`config.mk`:
```
export PLATFORM = sky130hd
export DESIGN_NAME = rs_stream_encoder
export DESIGN_NICKNAME = d
export VERILOG_FILES = /design/src/rtl/rs_enc_pkg.sv /design/src/rtl/rs_gf_cmul.sv /design/src/rtl/rs_parity_lfsr.sv /design/src/rtl/rs_enc_ctrl.sv /design/src/rtl/rs_stream_encoder.sv
export SDC_FILE = /design/constraint.sdc
export NUM_CORES = 1
export LEC_CHECK = 0
export BUFFER_PORTS_ARGS = -buffer_cell sky130_fd_sc_hd__buf_4
export CORE_UTILIZATION = 35
export CTS_BUF_LIST = sky130_fd_sc_hd__clkbuf_4
export CTS_CLUSTER_SIZE = 10
export DETAILED_ROUTE_END_ITERATION = 12
export PLACE_DENSITY_LB_ADDON = 0.08
export SLEW_MARGIN = 15
export SYNTH_ARGS = -nofsm -noshare
export SYNTH_HDL_FRONTEND = slang
export SYNTH_HIERARCHICAL = 1
export SYNTH_SLANG_ARGS = --single-unit
export TNS_END_PERCENT = 50
```
`constraint.sdc`:
```
create_clock -name clk -period 7.85 [get_ports clk]
set_input_delay 2.355 -clock clk [delete_from_list [all_inputs] [get_ports clk]]
set_output_delay 2.355 -clock clk [all_outputs]
set_load 0.02 [all_outputs]
```
`src/rtl/rs_enc_pkg.sv`:
```
package rs_enc_pkg;
  localparam int SYM_W = 8;
  localparam logic [SYM_W:0] FIELD_POLY = 9'h11D;

  typedef logic [SYM_W-1:0] sym_t;
  typedef enum logic {ST_DATA = 1'b0, ST_DRAIN = 1'b1} enc_state_e;

  // Multiply two field elements, reducing by the field polynomial.
  function automatic sym_t gf_mul(sym_t a, sym_t b);
    sym_t acc;
    sym_t x;
    sym_t y;
    acc = '0;
    x   = a;
    y   = b;
    for (int i = 0; i < SYM_W; i++) begin
      if (y[0]) acc = acc ^ x;
      y = y >> 1;
      x = x[SYM_W-1] ? ((x << 1) ^ FIELD_POLY[SYM_W-1:0]) : (x << 1);
    end
    return acc;
  endfunction

  // Coefficient idx of the monic generator: product of (x + 2^i), i < npar.
  function automatic sym_t gen_coef(int npar, int idx);
    sym_t g [64];
    sym_t root;
    for (int j = 0; j < 64; j++) g[j] = '0;
    g[0] = sym_t'(1);
    root = sym_t'(1);
    for (int i = 0; i < npar; i++) begin
      for (int j = i + 1; j >= 0; j--) begin
        if (j > 0) g[j] = g[j-1] ^ gf_mul(g[j], root);
        else       g[j] = gf_mul(g[j], root);
      end
      root = gf_mul(root, sym_t'(2));
    end
    return g[idx];
  endfunction
endpackage

```
`src/rtl/rs_gf_cmul.sv`:
```
module rs_gf_cmul
  import rs_enc_pkg::*;
#(
  parameter sym_t COEF = sym_t'(1)
) (
  input  sym_t a,
  output sym_t y
);
  // Second operand is a constant, so this reduces to an XOR network.
  always_comb y = gf_mul(a, COEF);
endmodule

```
`src/rtl/rs_parity_lfsr.sv`:
```
module rs_parity_lfsr
  import rs_enc_pkg::*;
#(
  parameter int N_PAR = 16
) (
  input  logic clk,
  input  logic rst_n,
  input  logic absorb,
  input  logic emit,
  input  sym_t din,
  output sym_t par_top,
  output logic par_empty
);
  sym_t par_q [N_PAR];
  sym_t par_d [N_PAR];
  sym_t prod  [N_PAR];
  sym_t fb;

  assign fb = din ^ par_q[N_PAR-1];

  generate
    for (genvar i = 0; i < N_PAR; i++) begin : g_tap
      rs_gf_cmul #(.COEF(gen_coef(N_PAR, i))) u_mul (
        .a (fb),
        .y (prod[i])
      );
    end
  endgenerate

  always_comb begin
    for (int i = 0; i < N_PAR; i++) par_d[i] = par_q[i];
    if (absorb) begin
      par_d[0] = prod[0];
      for (int i = 1; i < N_PAR; i++) par_d[i] = par_q[i-1] ^ prod[i];
    end else if (emit) begin
      par_d[0] = '0;
      for (int i = 1; i < N_PAR; i++) par_d[i] = par_q[i-1];
    end
  end

  always_ff @(posedge clk or negedge rst_n) begin
    if (!rst_n) begin
      for (int i = 0; i < N_PAR; i++) par_q[i] <= '0;
    end else if (absorb || emit) begin
      for (int i = 0; i < N_PAR; i++) par_q[i] <= par_d[i];
    end
  end

  assign par_top = par_q[N_PAR-1];

  always_comb begin
    par_empty = 1'b1;
    for (int i = 0; i < N_PAR; i++) if (par_q[i] != '0) par_empty = 1'b0;
  end

  // the bank never absorbs and drains in the same cycle
  a_r3_single_op: assert property (@(posedge clk) disable iff (!rst_n)
    !(absorb && emit));
endmodule

```
`src/rtl/rs_enc_ctrl.sv`:
```
module rs_enc_ctrl
  import rs_enc_pkg::*;
#(
  parameter int K_MAX = 239,
  parameter int N_PAR = 16
) (
  input  logic clk,
  input  logic rst_n,
  input  logic en,
  input  logic in_valid,
  input  logic in_eop,
  input  logic s1_valid,
  output logic in_ready,
  output logic accept,
  output logic emit_par,
  output logic par_last
);
  localparam int MC_W = $clog2(K_MAX + 1);
  localparam int PC_W = $clog2(N_PAR);

  enc_state_e      state_q, state_d;
  logic [MC_W-1:0] msg_cnt_q, msg_cnt_d;
  logic [PC_W-1:0] par_cnt_q, par_cnt_d;
  logic            last_sym;

  assign in_ready = en && rst_n && (state_q == ST_DATA);
  assign accept   = in_valid && in_ready;
  assign last_sym = accept && (in_eop || (msg_cnt_q == MC_W'(K_MAX - 1)));
  assign emit_par = en && (state_q == ST_DRAIN) && !s1_valid;
  assign par_last = emit_par && (par_cnt_q == PC_W'(N_PAR - 1));

  always_comb begin
    state_d   = state_q;
    msg_cnt_d = msg_cnt_q;
    par_cnt_d = par_cnt_q;
    case (state_q)
      ST_DATA: begin
        if (last_sym) begin
          state_d   = ST_DRAIN;
          msg_cnt_d = '0;
        end else if (accept) begin
          msg_cnt_d = msg_cnt_q + 1'b1;
        end
      end
      ST_DRAIN: begin
        if (par_last) begin
          state_d   = ST_DATA;
          par_cnt_d = '0;
        end else if (emit_par) begin
          par_cnt_d = par_cnt_q + 1'b1;
        end
      end
      default: state_d = ST_DATA;
    endcase
  end

  always_ff @(posedge clk or negedge rst_n) begin
    if (!rst_n) begin
      state_q   <= ST_DATA;
      msg_cnt_q <= '0;
      par_cnt_q <= '0;
    end else begin
      state_q   <= state_d;
      msg_cnt_q <= msg_cnt_d;
      par_cnt_q <= par_cnt_d;
    end
  end

  // no input is taken while check symbols are pending
  a_r5_drain_blocks_input: assert property (@(posedge clk) disable iff (!rst_n)
    (state_q == ST_DRAIN) |-> !in_ready);
  // the message counter never passes the length limit
  a_r8_msg_bound: assert property (@(posedge clk) disable iff (!rst_n)
    msg_cnt_q < MC_W'(K_MAX));
  // parity counter idles at zero outside the drain phase
  a_r3_par_idle: assert property (@(posedge clk) disable iff (!rst_n)
    (state_q == ST_DATA) |-> (par_cnt_q == '0));
endmodule

```
`src/rtl/rs_stream_encoder.sv`:
```
module rs_stream_encoder
  import rs_enc_pkg::*;
#(
  parameter int K_MAX = 239,
  parameter int N_PAR = 16
) (
  input  logic             clk,
  input  logic             rst_n,
  input  logic             in_valid,
  output logic             in_ready,
  input  logic             in_sop,
  input  logic             in_eop,
  input  logic [SYM_W-1:0] in_data,
  output logic             out_valid,
  input  logic             out_ready,
  output logic             out_sop,
  output logic             out_eop,
  output logic [SYM_W-1:0] out_data
);
  logic [1:0] rst_pipe;
  logic       rst_sn;

  always_ff @(posedge clk or negedge rst_n) begin
    if (!rst_n) rst_pipe <= '0;
    else        rst_pipe <= {rst_pipe[0], 1'b1};
  end
  assign rst_sn = rst_pipe[1];

  logic en, accept, emit_par, par_last, par_empty;
  sym_t par_top;

  logic s1_valid_q, s1_valid_d, s1_sop_q, s1_sop_d;
  sym_t s1_data_q, s1_data_d;
  logic o_valid_q, o_valid_d, o_sop_q, o_sop_d, o_eop_q, o_eop_d;
  sym_t o_data_q, o_data_d;

  assign en = out_ready;

  rs_enc_ctrl #(.K_MAX(K_MAX), .N_PAR(N_PAR)) u_ctrl (
    .clk      (clk),
    .rst_n    (rst_sn),
    .en       (en),
    .in_valid (in_valid),
    .in_eop   (in_eop),
    .s1_valid (s1_valid_q),
    .in_ready (in_ready),
    .accept   (accept),
    .emit_par (emit_par),
    .par_last (par_last)
  );

  rs_parity_lfsr #(.N_PAR(N_PAR)) u_lfsr (
    .clk       (clk),
    .rst_n     (rst_sn),
    .absorb    (en && s1_valid_q),
    .emit      (emit_par),
    .din       (s1_data_q),
    .par_top   (par_top),
    .par_empty (par_empty)
  );

  always_comb begin
    s1_valid_d = s1_valid_q;
    s1_data_d  = s1_data_q;
    s1_sop_d   = s1_sop_q;
    o_valid_d  = o_valid_q;
    o_data_d   = o_data_q;
    o_sop_d    = o_sop_q;
    o_eop_d    = o_eop_q;
    if (en) begin
      s1_valid_d = accept;
      if (accept) begin
        s1_data_d = in_data;
        s1_sop_d  = in_sop;
      end
      o_valid_d = s1_valid_q || emit_par;
      if (s1_valid_q) begin
        o_data_d = s1_data_q;
        o_sop_d  = s1_sop_q;
        o_eop_d  = 1'b0;
      end else if (emit_par) begin
        o_data_d = par_top;
        o_sop_d  = 1'b0;
        o_eop_d  = par_last;
      end else begin
        o_sop_d  = 1'b0;
        o_eop_d  = 1'b0;
      end
    end
  end

  always_ff @(posedge clk or negedge rst_sn) begin
    if (!rst_sn) begin
      s1_valid_q <= 1'b0;
      s1_data_q  <= '0;
      s1_sop_q   <= 1'b0;
      o_valid_q  <= 1'b0;
      o_data_q   <= '0;
      o_sop_q    <= 1'b0;
      o_eop_q    <= 1'b0;
    end else begin
      s1_valid_q <= s1_valid_d;
      s1_data_q  <= s1_data_d;
      s1_sop_q   <= s1_sop_d;
      o_valid_q  <= o_valid_d;
      o_data_q   <= o_data_d;
      o_sop_q    <= o_sop_d;
      o_eop_q    <= o_eop_d;
    end
  end

  assign out_valid = o_valid_q;
  assign out_data  = o_data_q;
  assign out_sop   = o_sop_q;
  assign out_eop   = o_eop_q;

  // an accepted symbol is staged on the next cycle
  a_r2_stage_fill: assert property (@(posedge clk) disable iff (!rst_sn)
    (in_valid && in_ready) |=> s1_valid_q);
  // a staged symbol reaches the output unchanged
  a_r2_pass_through: assert property (@(posedge clk) disable iff (!rst_sn)
    (s1_valid_q && out_ready) |=> (out_valid && out_data == $past(s1_data_q) && !out_eop));
  // stalled output holds
  a_r6_hold_output: assert property (@(posedge clk) disable iff (!rst_sn)
    (out_valid && !out_ready) |=> (out_valid && $stable(out_data) && $stable(out_sop) && $stable(out_eop)));
  // no input while the output is stalled
  a_r6_no_input_when_stalled: assert property (@(posedge clk) disable iff (!rst_sn)
    !out_ready |-> !in_ready);
  // parity bank is clean after the final check symbol
  a_r10_bank_cleared: assert property (@(posedge clk) disable iff (!rst_sn)
    par_last |=> par_empty);
  // end flag only on a presented symbol
  a_r3_eop_with_valid: assert property (@(posedge clk) disable iff (!rst_sn)
    out_eop |-> (out_valid && !out_sop));
endmodule

```
## Yosys cells after proc, flatten, opt, wreduce, memory -nomap -nowiden

Index checks and enable logic that the tools add are counted.

- Register bits after elaboration: 164
- Latch bits: 0
- RAM bits: 0
- Bits in read-only memories: 0
- Bits of input ports: 14
- Word-level logic and storage cells: 128
- Memories kept: 0

- Add/sub/neg operators: 2
- Multiply operators: 0
- Div/mod/pow operators: 0
- $lt $le $gt $ge: 0
- Eq/ne operators: 2
- Shifts and indexed selects: 0
- Muxes and demuxes: 21
- Bitwise gates (word level): 55
- Reductions and logical operators: 21

Operators with widths:

| kind | number |
|---|---|
| 8-bit XOR | 47 |
| 128-bit two-way mux | 2 |
| 5-bit two-way mux | 7 |
| 8-bit two-way mux | 4 |
| 4-bit NOT | 7 |
| 2-bit AND reduction | 5 |
| 8-bit by 1-bit adder with 8-bit output, second input constant | 1 |
| 8-bit equality test, second input constant | 1 |
| 1-bit logical AND | 8 |
| 4-bit two-way mux | 2 |
| 2-bit nonzero test | 4 |
| 1-bit two-way mux | 5 |
| 4-bit by 1-bit adder with 4-bit output, second input constant | 1 |
| 4-bit equality test, second input constant | 1 |
| 1-bit logical OR | 3 |
| 1-bit case mux with 2 select lines | 1 |
| 1-bit logical NOT | 1 |
| 1-bit NOT | 1 |

## Longest topological paths before layout

- Depth in word-level cells: 18
- Depth in mapped cells: 7
- Depth with buffers taken out: 6

## By module

The synthesis kept the hierarchy.

By module, submodules not included:

| module | times used | cells an instance | area each (um^2) | sequential area each (um^2) |
|---|---|---|---|---|
| rs_parity_lfsr | 1 | 746 | 7258.2 | 3203.1 |
| rs_stream_encoder | 1 | 74 | 937.1 | 575.6 |
| rs_enc_ctrl | 1 | 72 | 711.9 | 325.3 |
| rs_gf_cmul at u_lfsr.g_tap[0].u_mul ... | 2 | 13 | 188.9 | 0.0 |
| rs_gf_cmul at u_lfsr.g_tap[4].u_mul | 1 | 18 | 292.8 | 0.0 |
| rs_gf_cmul at u_lfsr.g_tap[10].u_mul | 1 | 17 | 261.5 | 0.0 |
| rs_gf_cmul at u_lfsr.g_tap[9].u_mul | 1 | 15 | 241.5 | 0.0 |
| rs_gf_cmul at u_lfsr.g_tap[12].u_mul | 1 | 16 | 214.0 | 0.0 |
| rs_gf_cmul at u_lfsr.g_tap[7].u_mul | 1 | 14 | 210.2 | 0.0 |
| rs_gf_cmul at u_lfsr.g_tap[3].u_mul | 1 | 16 | 202.7 | 0.0 |
| rs_gf_cmul at u_lfsr.g_tap[13].u_mul | 1 | 18 | 186.4 | 0.0 |
| rs_gf_cmul at u_lfsr.g_tap[14].u_mul | 1 | 16 | 176.4 | 0.0 |
| rs_gf_cmul at u_lfsr.g_tap[1].u_mul | 1 | 14 | 166.4 | 0.0 |
| rs_gf_cmul at u_lfsr.g_tap[11].u_mul | 1 | 14 | 138.9 | 0.0 |
| +4 rows | - | - | - | - |

## Worst setup path before layout

Ideal clock, no wire load.

- Path kind: reg-to-output
- From: register rst_pipe[1]
- To: output in_ready
- Arrival: 4414 ps
- Data required time: 5495 ps
- Slack: 1081 ps
- Stages on the path, launching flop included: 3
- Cells stage by stage: dfrtp_1 > nand2_1 > nor2_1

- Longest elaborated chain between the ends: 2

RTL lines:

| item | line | text |
|---|---|---|
| start, declared | rs_stream_encoder.sv:20 | `logic [1:0] rst_pipe;` |
| start signal, assigned | rs_stream_encoder.sv:25 | `else rst_pipe <= {rst_pipe[0], 1'b1};` |
| 1-bit logical AND (2 in series) | rs_enc_ctrl.sv:26 | `assign in_ready = en && rst_n && (state_q == ST_DATA);` |
| end, declared | rs_stream_encoder.sv:10 | `output logic in_ready,` |

No other way between the ends.

## Worst setup path after layout

- From: input out_ready
- To: output in_ready

- Longest elaborated chain between the ends: 2

RTL lines:

| item | line | text |
|---|---|---|
| start, declared | rs_stream_encoder.sv:15 | `input logic out_ready,` |
| 1-bit logical AND (2 in series) | rs_enc_ctrl.sv:26 |  |

No other way between the ends.

==> metrics.txt <==
outcome completed; post-route ant nets 0; worst setup path endpoint in_ready; clock slew seen by the registers of the worst setup and hold paths 140 ps; worst-case clock buffer depth 2; Cell Area, Synth 11600 um2; crit path launch out_ready; Port Buffers 25; core area 32500 um2; top sig layer met4; Initial Utilization 0.356; Syn Inst Count 1085; first-pass GRT wire length 44100 um; all-layer global routing usage 0.168; Setup Fix Bufs, Post-CTS 0; crit-path max FO 20; crit start category input pin; DR WL met3 422 um; RePlAce Congestion 0.706; met2 wire length 12400 um; io pins 26; Hold WC Path Type register to async pin; die height 184 um; worst path arrival time 2930 ps; Layout Nets 1090; vias in the first global route 7702; Vias/cell 4.94; largest net degree at the start of global routing 172; Slowest cell on crit path buf_4; Root Buffer clkbuf_4; critical path class input pin to primary output; Resize count post-CTS 0; die area 33800 um2; CP required 5500 ps; row count 66; clock sink count 164; 1st-iter DRT viols 330; Fin. Hold Viols 0; Crit. End Element primary output; Net Count, Synth 1102; Reg2Reg Depth 6; wl on met1 13400 um; DR vias 7549; CTS tree built; P&R area growth vs syn 8.31%; most frequent cells in the layout xnor2_1, dfrtp_1, a21oi_1, nor2b_1, a211oi_1; slew margin rel. 0.358; final setup skew 26.2 ps; final max-slew violation count 0; Mean Syn Cell Area 10.7 um2; r2r setup slk 4930 ps; WL/cell 17.3 um; FF-to-FF Start s1_data_q[3]; global route overflow 0; Final Setup Violations 0; DIE WIDTH 184 um; CP peak stage delay 250 ps; worst skew pair latency 610 ps; Final Util 0.386; f_max 189 MHz; fin crit share 0.673; Worst path most repeated cell buf_4; setup_tns 0 ps; critical path, cell by cell buf_4 > nand2_1 > nor2_1 > buf_4; CTS H-tree depth 4; RSZ-0062 raised after global routing false; initial antenna violation count 1; Worst R2R End u_lfsr/par_q[88]; share of cells above drive strength 1 0.117; Max-Cap Viols 0; hpwl dp 14500 um; Routed WL 26400 um; CTS Hold Bufs 0; TritonCTS Buffers 17; Residual DRC 0; Yosys warning count 6; Worst Tran Pin Value 964 ps; minimum clock period 5290 ps; first-pass iteration count of the detailed router 4; most common cell after layout, fill and taps aside xnor2_1
metrics by stage:
stage               area (um2)  hold WS (ps)  setup slack, ps  std cells
finish                   12600           273             2560       1529
global route             12600           312             2520       1529
global placement         12300           283             2540       1496
detailed placement       12300           289             2560       1496
floorplan                11600           331             1080       1085
CTS                      12500           303             2560       1528
final cells by class:
cell class | count | area (um2)
Antenna cell | 1 | 2.50
Inverter | 7 | 41.3
Multi-Input combinational cell | 842 | 7250
Sequential cell | 164 | 4110
Timing Repair Buffer | 41 | 308
Clock buffer | 17 | 128
Fill cell | 3278 | 20000
Clock inverter | 15 | 156
Tap cell | 442 | 553
per-layer routing:
metal | GRT usage | vias up
met5 | 0 | -
met4 | 0.0377 | 0
met3 | 0.0285 | 13
met2 | 0.278 | 48
met1 | 0.229 | 3749
li1 | - | 3739
sequential cells by signal, summed over array words and instances (netlist names):
signal	cells
s1_valid_q	1
out_valid	1
out_eop	1
s1_data_q	8
rst_pipe	2
out_data	8
s1_sop_q	1
u_ctrl/state_q	1
u_ctrl/par_cnt_q	4
u_lfsr/par_q	120
out_sop	1
u_lfsr/par_top	8
u_ctrl/msg_cnt_q	8
critical path: cells and delay by family:
kind / cells / cell delay (ps)
simple gates: 2 / 180
buf+inv: 2 / 390
worst min-delay path by stage:
stage / cells past startpoint / from / to / slack (ps)
CTS: 0 / rst_pipe[1] / u_lfsr/par_q[64] / 300
global route: 0 / rst_pipe[1] / u_lfsr/par_q[59] / 310
global placement: 0 / rst_pipe[1] / u_lfsr/par_q[64] / 280
floorplan: 0 / rst_pipe[0] / rst_pipe[1] / 330
finish: 0 / rst_pipe[1] / u_lfsr/par_q[64] / 270
detailed placement: 0 / rst_pipe[1] / u_lfsr/par_q[64] / 290
Power is left out: the tool's default activity adds up to more than one toggle a clock period on the data nets, which glitch-free logic cannot reach.
